--- config.mk ---
export PLATFORM = sky130hd
export DESIGN_NAME = bank_addr_decoder
export DESIGN_NICKNAME = d
export VERILOG_FILES = /design/src/rtl/mbd_pkg.sv /design/src/rtl/mbd_bank.sv /design/src/rtl/mbd_first_hit.sv /design/src/rtl/bank_addr_decoder.sv
export SDC_FILE = /design/constraint.sdc
export NUM_CORES = 1
export LEC_CHECK = 0
export BUFFER_PORTS_ARGS = -buffer_cell sky130_fd_sc_hd__buf_2
export CAP_MARGIN = 10
export CORE_MARGIN = 5
export CORE_UTILIZATION = 48
export CTS_CLUSTER_DIAMETER = 100
export DETAILED_ROUTE_END_ITERATION = 12
export MAX_ROUTING_LAYER = met4
export PLACE_DENSITY = 0.75
export SYNTH_ARGS = -nofsm -noshare
export SYNTH_HDL_FRONTEND = slang
export SYNTH_SLANG_ARGS = --single-unit
--- constraint.sdc ---
create_clock -name clk -period 4.7 [get_ports clk]
set_input_delay 0.47 -clock clk [delete_from_list [all_inputs] [get_ports clk]]
set_output_delay 0.47 -clock clk [all_outputs]
set_load 0.03 [all_outputs]
--- src/rtl/mbd_pkg.sv ---
package mbd_pkg;
  localparam int UP_W   = 12;
  localparam int LO_W   = 4;
  localparam int UK_W   = 12;
  localparam int UM_W   = 21;
  localparam int LK_W   = 4;
  localparam int LM_W   = 4;
  localparam int EN_BIT = 63;
  localparam int UK_LSB = 41;
  localparam int UM_LSB = 20;
  localparam int LK_LSB = 14;
  localparam int LM_LSB = 10;
  localparam int SIZE_KEY_W = 10;

  typedef struct packed {
    logic            en;
    logic [UK_W-1:0] uk;
    logic [UM_W-1:0] um;
    logic [LK_W-1:0] lk;
    logic [LM_W-1:0] lm;
  } bank_cfg_t;

  function automatic bank_cfg_t unpack_cfg(input logic [63:0] w);
    bank_cfg_t c;
    c.en = w[EN_BIT];
    c.uk = w[UK_LSB +: UK_W];
    c.um = w[UM_LSB +: UM_W];
    c.lk = w[LK_LSB +: LK_W];
    c.lm = w[LM_LSB +: LM_W];
    return c;
  endfunction

  function automatic logic [2:0] ilv_shift(input logic [LK_W-1:0] lk);
    case (lk)
      4'hE:    return 3'd1;
      4'hC:    return 3'd2;
      4'h8:    return 3'd3;
      4'h0:    return 3'd4;
      default: return 3'd0;
    endcase
  endfunction
endpackage

--- src/rtl/mbd_bank.sv ---
module mbd_bank
  import mbd_pkg::*;
#(
  parameter int UP_LSB = 30
) (
  input  logic            clk,
  input  logic            rst_n,
  input  logic            wr_en,
  input  bank_cfg_t       wr_cfg,
  input  logic [UP_W-1:0] addr_up,
  input  logic [LO_W-1:0] addr_lo,
  output logic            match,
  output logic            cfg_en,
  output logic [2:0]      shift,
  output logic [63:0]     base,
  output logic [63:0]     size
);
  bank_cfg_t cfg_q;
  logic up_ok, lo_ok;
  logic [UM_W-1:0] um_clr;

  always_ff @(posedge clk) begin
    if (!rst_n) cfg_q <= '0;
    else if (wr_en) cfg_q <= wr_cfg;
  end

  always_comb begin
    up_ok  = (((addr_up ^ cfg_q.um[UP_W-1:0]) & ~cfg_q.uk) == '0);
    lo_ok  = (((addr_lo ^ cfg_q.lm) & ~cfg_q.lk) == '0);
    match  = cfg_q.en & up_ok & lo_ok;
    cfg_en = cfg_q.en;
    shift  = ilv_shift(cfg_q.lk);
    um_clr = cfg_q.um & ~{{(UM_W-UK_W){1'b0}}, cfg_q.uk};
    base   = 64'(um_clr) << UP_LSB;
    size   = ((64'(cfg_q.uk[SIZE_KEY_W-1:0]) + 64'd1) << UP_LSB) >> shift;
  end
endmodule

--- src/rtl/mbd_first_hit.sv ---
module mbd_first_hit #(
  parameter int N  = 4,
  localparam int IW = (N > 1) ? $clog2(N) : 1
) (
  input  logic          clk,
  input  logic          rst_n,
  input  logic [N-1:0]  match,
  output logic          hit,
  output logic [IW-1:0] idx,
  output logic [N-1:0]  grant
);
  always_comb begin
    hit = 1'b0;
    idx = '0;
    for (int i = N - 1; i >= 0; i--) begin
      if (match[i]) begin
        hit = 1'b1;
        idx = IW'(i);
      end
    end
    grant = hit ? (N'(1) << idx) : '0;
  end

  assert_grant_onehot_R5: assert property (@(posedge clk) disable iff (!rst_n)
    $onehot0(grant));
  assert_grant_in_match_R5: assert property (@(posedge clk) disable iff (!rst_n)
    (grant & ~match) == '0);
endmodule

--- src/rtl/bank_addr_decoder.sv ---
module bank_addr_decoder
  import mbd_pkg::*;
#(
  parameter int NUM_BANKS = 4,
  parameter int PA_W      = 48,
  parameter int UP_LSB    = 30,
  parameter int LO_LSB    = 6,
  parameter int PORT_W    = 4,
  parameter int PORT_ID   = 2
) (
  input  logic                                 clk,
  input  logic                                 rst_n,
  input  logic                                 cfg_wr_en,
  input  logic [$clog2(NUM_BANKS)-1:0]         cfg_wr_sel,
  input  logic [63:0]                          cfg_wr_data,
  input  logic                                 req_valid,
  output logic                                 req_ready,
  input  logic [PA_W-1:0]                      req_addr,
  output logic                                 rsp_valid,
  input  logic                                 rsp_ready,
  output logic                                 rsp_hit,
  output logic [$clog2(NUM_BANKS)-1:0]         rsp_bank,
  output logic [4:0]                           rsp_ilv,
  output logic [PORT_W+$clog2(NUM_BANKS)-1:0]  rsp_gid,
  input  logic [$clog2(NUM_BANKS)-1:0]         info_sel,
  output logic                                 info_valid,
  output logic [4:0]                           info_ilv,
  output logic [63:0]                          info_base,
  output logic [63:0]                          info_size
);
  localparam int IW = $clog2(NUM_BANKS);
  localparam int GW = PORT_W + IW;
  localparam logic [PA_W-1:0] USED_MASK =
    ({{(PA_W-UP_W){1'b0}}, {UP_W{1'b1}}} << UP_LSB) |
    ({{(PA_W-LO_W){1'b0}}, {LO_W{1'b1}}} << LO_LSB);

  bank_cfg_t wr_cfg;
  logic [UP_W-1:0] addr_up;
  logic [LO_W-1:0] addr_lo;
  logic [NUM_BANKS-1:0] match, en;
  logic [2:0]  shift [NUM_BANKS];
  logic [63:0] base  [NUM_BANKS];
  logic [63:0] size  [NUM_BANKS];
  logic          any_hit;
  logic [IW-1:0] win;
  logic [NUM_BANKS-1:0] grant;
  logic unused_bits;

  assign wr_cfg  = unpack_cfg(cfg_wr_data);
  assign addr_up = req_addr[UP_LSB +: UP_W];
  assign addr_lo = req_addr[LO_LSB +: LO_W];
  assign unused_bits = ^(req_addr & ~USED_MASK) ^ ^cfg_wr_data[62:53]
                     ^ ^cfg_wr_data[19:18] ^ ^cfg_wr_data[9:0];

  for (genvar b = 0; b < NUM_BANKS; b++) begin : g_bank
    mbd_bank #(.UP_LSB(UP_LSB)) u_bank (
      .clk    (clk),
      .rst_n  (rst_n),
      .wr_en  (cfg_wr_en && (cfg_wr_sel == IW'(b))),
      .wr_cfg (wr_cfg),
      .addr_up(addr_up),
      .addr_lo(addr_lo),
      .match  (match[b]),
      .cfg_en (en[b]),
      .shift  (shift[b]),
      .base   (base[b]),
      .size   (size[b])
    );
  end

  mbd_first_hit #(.N(NUM_BANKS)) u_pick (
    .clk  (clk),
    .rst_n(rst_n),
    .match(match),
    .hit  (any_hit),
    .idx  (win),
    .grant(grant)
  );

  assign req_ready = !rsp_valid || rsp_ready;

  always_ff @(posedge clk) begin
    if (!rst_n) begin
      rsp_valid <= 1'b0;
      rsp_hit   <= 1'b0;
      rsp_bank  <= '0;
      rsp_ilv   <= '0;
      rsp_gid   <= '0;
    end else if (req_valid && req_ready) begin
      rsp_valid <= 1'b1;
      rsp_hit   <= any_hit;
      rsp_bank  <= any_hit ? win : '0;
      rsp_ilv   <= any_hit ? (5'd1 << shift[win]) : 5'd0;
      rsp_gid   <= any_hit ? GW'(PORT_ID * NUM_BANKS + int'(win)) : '0;
    end else if (rsp_ready) begin
      rsp_valid <= 1'b0;
    end
  end

  assign info_valid = en[info_sel];
  assign info_ilv   = 5'd1 << shift[info_sel];
  assign info_base  = base[info_sel];
  assign info_size  = size[info_sel];

  assert_accept_R10: assert property (@(posedge clk) disable iff (!rst_n)
    (req_valid && req_ready) |=> rsp_valid);
  assert_miss_fields_R10: assert property (@(posedge clk) disable iff (!rst_n)
    (rsp_valid && !rsp_hit) |-> (rsp_ilv == 5'd0 && rsp_bank == '0 && rsp_gid == '0));
  assert_ilv_pow2_R6: assert property (@(posedge clk) disable iff (!rst_n)
    (rsp_valid && rsp_hit) |-> $onehot(rsp_ilv));
  assert_hold_R11: assert property (@(posedge clk) disable iff (!rst_n)
    (rsp_valid && !rsp_ready) |=> (rsp_valid && $stable(rsp_hit) && $stable(rsp_bank)
                                   && $stable(rsp_ilv) && $stable(rsp_gid)));
endmodule

After elaboration in Yosys (flattened, before gate mapping):

Index checks and enable logic that the tools add are counted.

* logic and storage cells: 148
* flip-flop bits (word level): 183
* input bits: 121
* bits in writable memories: 0
* output and inout bits: 150
* ROM bits: 0
* memories: 0
* latch bits: 0

* reductions and logical operators: 21
* eq/ne operators: 15
* shifts and indexed selects: 6
* $mul: 0
* divide/modulo/power cells: 0
* add/subtract/negate cells: 5
* bitwise gates (word level): 42
* order comparisons: 3
* muxes and demuxes: 31

Operators with widths (number)
* binary-select mux 64 bit (select 2 bit): 2
* 2-to-1 mux 64 bit: 4
* >> shifter 64 x 3 -> 64 bit: 4
* bitwise AND 21 bit: 4
* NOT 12 -> 21 bit: 4
* bitwise AND 12 bit: 4
* equality test 4 bit (second input constant): 12
* logical NOT 12 bit: 4
* NOT 12 bit: 4
* case mux 3 bit (4 select lines): 4
* bitwise XOR 12 bit: 4
* adder 10 x 1 -> 11 bit (second input constant): 4
* logical NOT 4 bit: 8
* bitwise AND 4 bit: 4
* NOT 4 bit: 4
* bitwise XOR 4 bit: 4
* binary-select mux 3 bit (select 2 bit): 2
* 2-to-1 mux 3 bit: 4
* 2-to-1 mux 2 bit: 5
* 2-to-1 mux 5 bit: 2
* left shift 1 x 3 -> 5 bit (first input constant): 2
* bitwise AND 1 bit: 8
* 2-to-1 mux 1 bit: 7
* greater-or-equal comparator 3 bit (second input constant): 2
* 11 further kinds: 17

Logic depth before layout (Yosys ltp):

* depth in word-level cells: 15
* mapped depth: 12

By module:

From an unflattened synthesis, not the netlist that was laid out.

* cell total of the unflattened synthesis: 1837
* area total of the unflattened synthesis: 17181.5 µm²

Modules (own cells, without submodules)
* mbd_bank: instances 4, sequential area each 840.8 µm², area each 3353.2 µm², cells an instance 400
* bank_addr_decoder: instances 1, sequential area each 180.2 µm², area each 3718.6 µm², cells an instance 226
* mbd_first_hit: instances 1, sequential area each 0.0 µm², area each 50.0 µm², cells an instance 11

Least setup slack after synthesis:

OpenSTA, ideal clock, no wires.

* kind: reg2out
* start point: reg g_bank[1].u_bank.cfg_q[5] in the netlist's numbering
* end point: out info_size[39]
* data required time: 4.230 ns
* arrival time: 2.468 ns
* buffers on the path: 3
* stages on the path, launching flop included: 12
* slack: 1.762 ns
* cells stage by stage: dfxtp_1 -> buf_4 -> xor2_1 -> or2_1 -> buf_2 -> buf_4 -> nor3_1 -> nor2_1 -> o22a_1 -> nor3_1 -> a31oi_1 -> o21ai_0

* cells in the longest elaborated chain, start to end: 6
* elaborated cells on any way between the ends: 9
* classes of those cells: eq/ne: 3; shift: 1; mux: 4; reduce/logical: 1

RTL lines
* start: declaration: line mbd_bank.sv:18 `bank_cfg_t cfg_q;`
* start signal: assignment: line mbd_bank.sv:24 `else if (wr_en) cfg_q <= wr_cfg;`
* equality test 4 bit / logical NOT 4 bit (equally long branches): line mbd_pkg.sv:34 `case (lk)`
* case mux 3 bit (4 select lines) (*): line mbd_pkg.sv:34
* >> shifter 64 x 3 -> 64 bit (*): line mbd_bank.sv:35 `size = ((64'(cfg_q.uk[SIZE_KEY_W-1:0]) + 64'd1) << UP_LSB) >> shift;`
* binary-select mux 64 bit (select 2 bit) (*): line bank_addr_decoder.sv:103 `assign info_size = size[info_sel];`
* 2-to-1 mux 64 bit (not written as such) (*) (2 in a row): line bank_addr_decoder.sv:103
* end: declaration: line bank_addr_decoder.sv:29 `output logic [63:0] info_size`

Every way passes the cells marked *; elsewhere a longest branch is shown, timed or not. The select of a mux whose other input is x is not followed.

Worst setup path in the final report:

* start point: reg g_bank[1].u_bank.cfg_q[5] in the netlist's numbering
* end point: out info_size[30]

Same word-level chain as after synthesis.

==> metrics.yaml <==
outcome:
  outcome: "complete, no violations"
floorplanning:
  core-area_um2: 25900
  die_y_um: 172
  start_util_pct: 48.6
  io_pins: 271
  dieArea_um2: 29600
  rows: 59
  die_w_um: 172
detailed_routing:
  detailroute.via_count: 12300
  drt_iter0_drc: 1650
  route.detailed.drc: 0
  dr.pass1.iters: 6
  wire_per_inst_um: 20.4
  avgViaCountPerCell: 6.02
  postRouteAntennaNets: 0
  routed_wl_um: 41800
sta:
  worst_pin_slew_ns: 1.12
  hold_viol: 0
  timing.final.crit_period_ns: 4.40
  rsz0062_at_grt: "no"
  finalMaxSlewViolations: 0
  layout_setup_ws_ns: 0.303
  setup_violations: 0
  finClkSkew_ns: 0.0133
  finalCritPeriodShare_pct: 93.6
  max_slew_margin_pct: 25.0
  fmax_ghz: 0.227
  tns_ns: 0
  hold_ws_ns: 0.308
yosys:
  synthArstFlopShare_pct: 0
  syn_avg_cell_area_um2: 7.43
  ys_seq_area_share_pct: 28.1
  yosys_register_bits: 177
  synth.distinct_cells: 83
  synth_edf_count: 0
  syn-cell-area_um2: 12600
  syn_inst: 1696
  synth_flop_cell: "dfxtp_1"
  yosysWarnings: 0
clock_tree:
  clock_sinks: 177
  clkLatencyLatePin_ns: 0.44
  hold_buffers: 0
  cts_made_buffers: 17
  cts_tree: "built"
  clock_tree.buffer_depth: 2
  path_clk_slew_ns: 0.07
  postCtsSetupRepairBufs: 0
  htreeDepth: 4
  cts_resized: 0
  cts_root_buf: "clkbuf_16"
finish:
  fin_area_um2: 13300
  area_growth_pct: 5.22
  nets: 1826
  final_cell_mix: "415 x nand2_1, 177 x dfxtp_1, 171 x a21boi_0, 120 x buf_2, 95 x conb_1"
  drive_gt1_share_pct: 12.3
  mostFrequentLayoutCell: "nand2_1"
worst_setup_path:
  crit_family: "simple AND/OR/NAND/NOR gates"
  rrSetupSlack_ns: 1.89
  arrival_ns: 3.93
  path_max_fanout: 14
  r2r-start: "g_bank[2].u_bank.cfg_q[32]"
  crit_cells: 9
  path_class: "reg -> out"
  cp_slowest_cell: "nor2_1"
  worstPathRequired_ns: 4.23
  critPathMaxStageDelay_ns: 0.77
  path_buf_inv: 1
  rr_worst_depth: 8
  reg2reg_to: "rsp_ilv[2]"
  path_cells: "xor2_1, nor2_1, nor2_1, a2bb2oi_1, nor4b_1, o21ai_0, o21ai_0, mux4_2, buf_2"
  start_kind: "flip-flop"
  crit_path_end_kind: "output pin"
grt:
  grt_usage_pct: 28.1
  grt_pass1_wl_um: 63100
  grt_antenna_before_repair: 1
  grt_pass1_vias: 11100
  grt-ovfl-total: 0
  grt_max_degree: 118
power_and_ir_drop:
  power_density_nw_per_um2: 280
  p_leak_nw: 4.71
  p_total_mw: 3.71
  ir_drop_mv: 0.251
flow_run:
  max_cap_violations: 0
min_path:
  hold_end: "rsp_valid"
  hold_depth: 3
  holdCritStartpoint: "req_valid"
  hold_path.class: "in -> reg"
place:
  gp_congestion: 0.962
  place_area_um2: 12700
  place_ws_ns: 0.785
  hpwl_um: 30600
  port_buffers: 121
through the flow:
stage / utilization, % / instances
after floorplan: - / 1790
after global placement: 48.9 / 2017
after detailed placement: 48.9 / 2017
after CTS: 51.1 / 2049
after global routing: 51.1 / 2050
final: 51.1 / 2050
state kept, by name, summed over array words and instances, names as in the netlist:
| name | flops |
|---|---|
| g_bank.u_bank.cfg_q | 164 |
| rsp_ilv | 5 |
| g_bank.u_bank.cfg_en | 4 |
| rsp_gid | 2 |
| rsp_bank | 1 |
| rsp_valid | 1 |
worst max-delay path by stage:
stage / from / to
2_1_floorplan: g_bank[1].u_bank.cfg_q[5] / info_size[39]
3_3_place_gp: g_bank[1].u_bank.cfg_q[5] / info_size[30]
3_5_place_dp: g_bank[1].u_bank.cfg_q[5] / info_size[30]
4_1_cts: g_bank[1].u_bank.cfg_q[5] / info_size[30]
5_1_grt: g_bank[1].u_bank.cfg_q[5] / info_size[30]
6_report: g_bank[1].u_bank.cfg_q[5] / info_size[30]
layout make-up:
class,instances,area (µm²)
Fill cell,2528,12700
Multi-Input combinational cell,1339,7880
Sequential cell,177,3540
Timing Repair Buffer,134,706
Clock buffer,19,443
Tap cell,335,419
Inverter,32,134
Clock inverter,13,123
Antenna cell,1,2.50
tightest hold or removal path, stage by stage:
cell and delay (ns):
buf_2 0.10, inv_1 0.04, a21boi_0 0.07
per-layer routing:
| metal | GRT usage (%) | vias up | share of wire [%] |
|---|---|---|---|
| li1 | - | 5708 | - |
| met1 | 37.9 | 5772 | 41 |
| met2 | 42.4 | 745 | 44 |
| met4 | 10.8 | 0 | 4.5 |
| met5 | - | - | 0 |
| met3 | 4.60 | 119 | 10 |
cell families after synthesis:
group / synth area share [%]
AO/OA/AOI/OAI: 26.1
XOR/XNOR: 5.33
adder cells (fa/ha/maj): 0.397
buffers and inverters: 12.2
flip-flops: 28.1
multiplexers: 5.16
other: 0.0298
AND/OR/NAND/NOR: 22.6
cells in the mapped netlist, types with 8 or more instances:
library cell	count	share of area (%)
o21a_1	8	0.48
buf_2	13	0.52
a21oi_1	59	2.3
o21ai_0	30	1.2
xnor2_1	64	4.5
clkbuf_1	107	3.2
mux2i_1	21	1.7
a21boi_0	171	10
mux4_2	16	2.9
dfxtp_1	177	28
a211oi_1	16	0.95
o21ai_1	21	0.83
buf_4	105	6.3
nand2_1	415	12
o22ai_1	43	2.1
a311oi_1	13	0.90
nor3b_1	24	1.4
nor2_1	83	2.5
and3_1	8	0.40
o31ai_1	12	0.72
a31oi_1	21	1.0
a32oi_1	8	0.56
nand2b_1	11	0.55
nor3_1	35	1.4
nand3_1	27	1.1
inv_1	30	0.89
report_power, final:
part           total, mW  internal [mW]  leakage, nW  switching (mW)
sequential          1.61           1.55         1.44          0.0680
combinational      0.715          0.215         3.00           0.500
clock               1.38          0.713        0.279           0.666
Power figures use the tool's default switching activity.
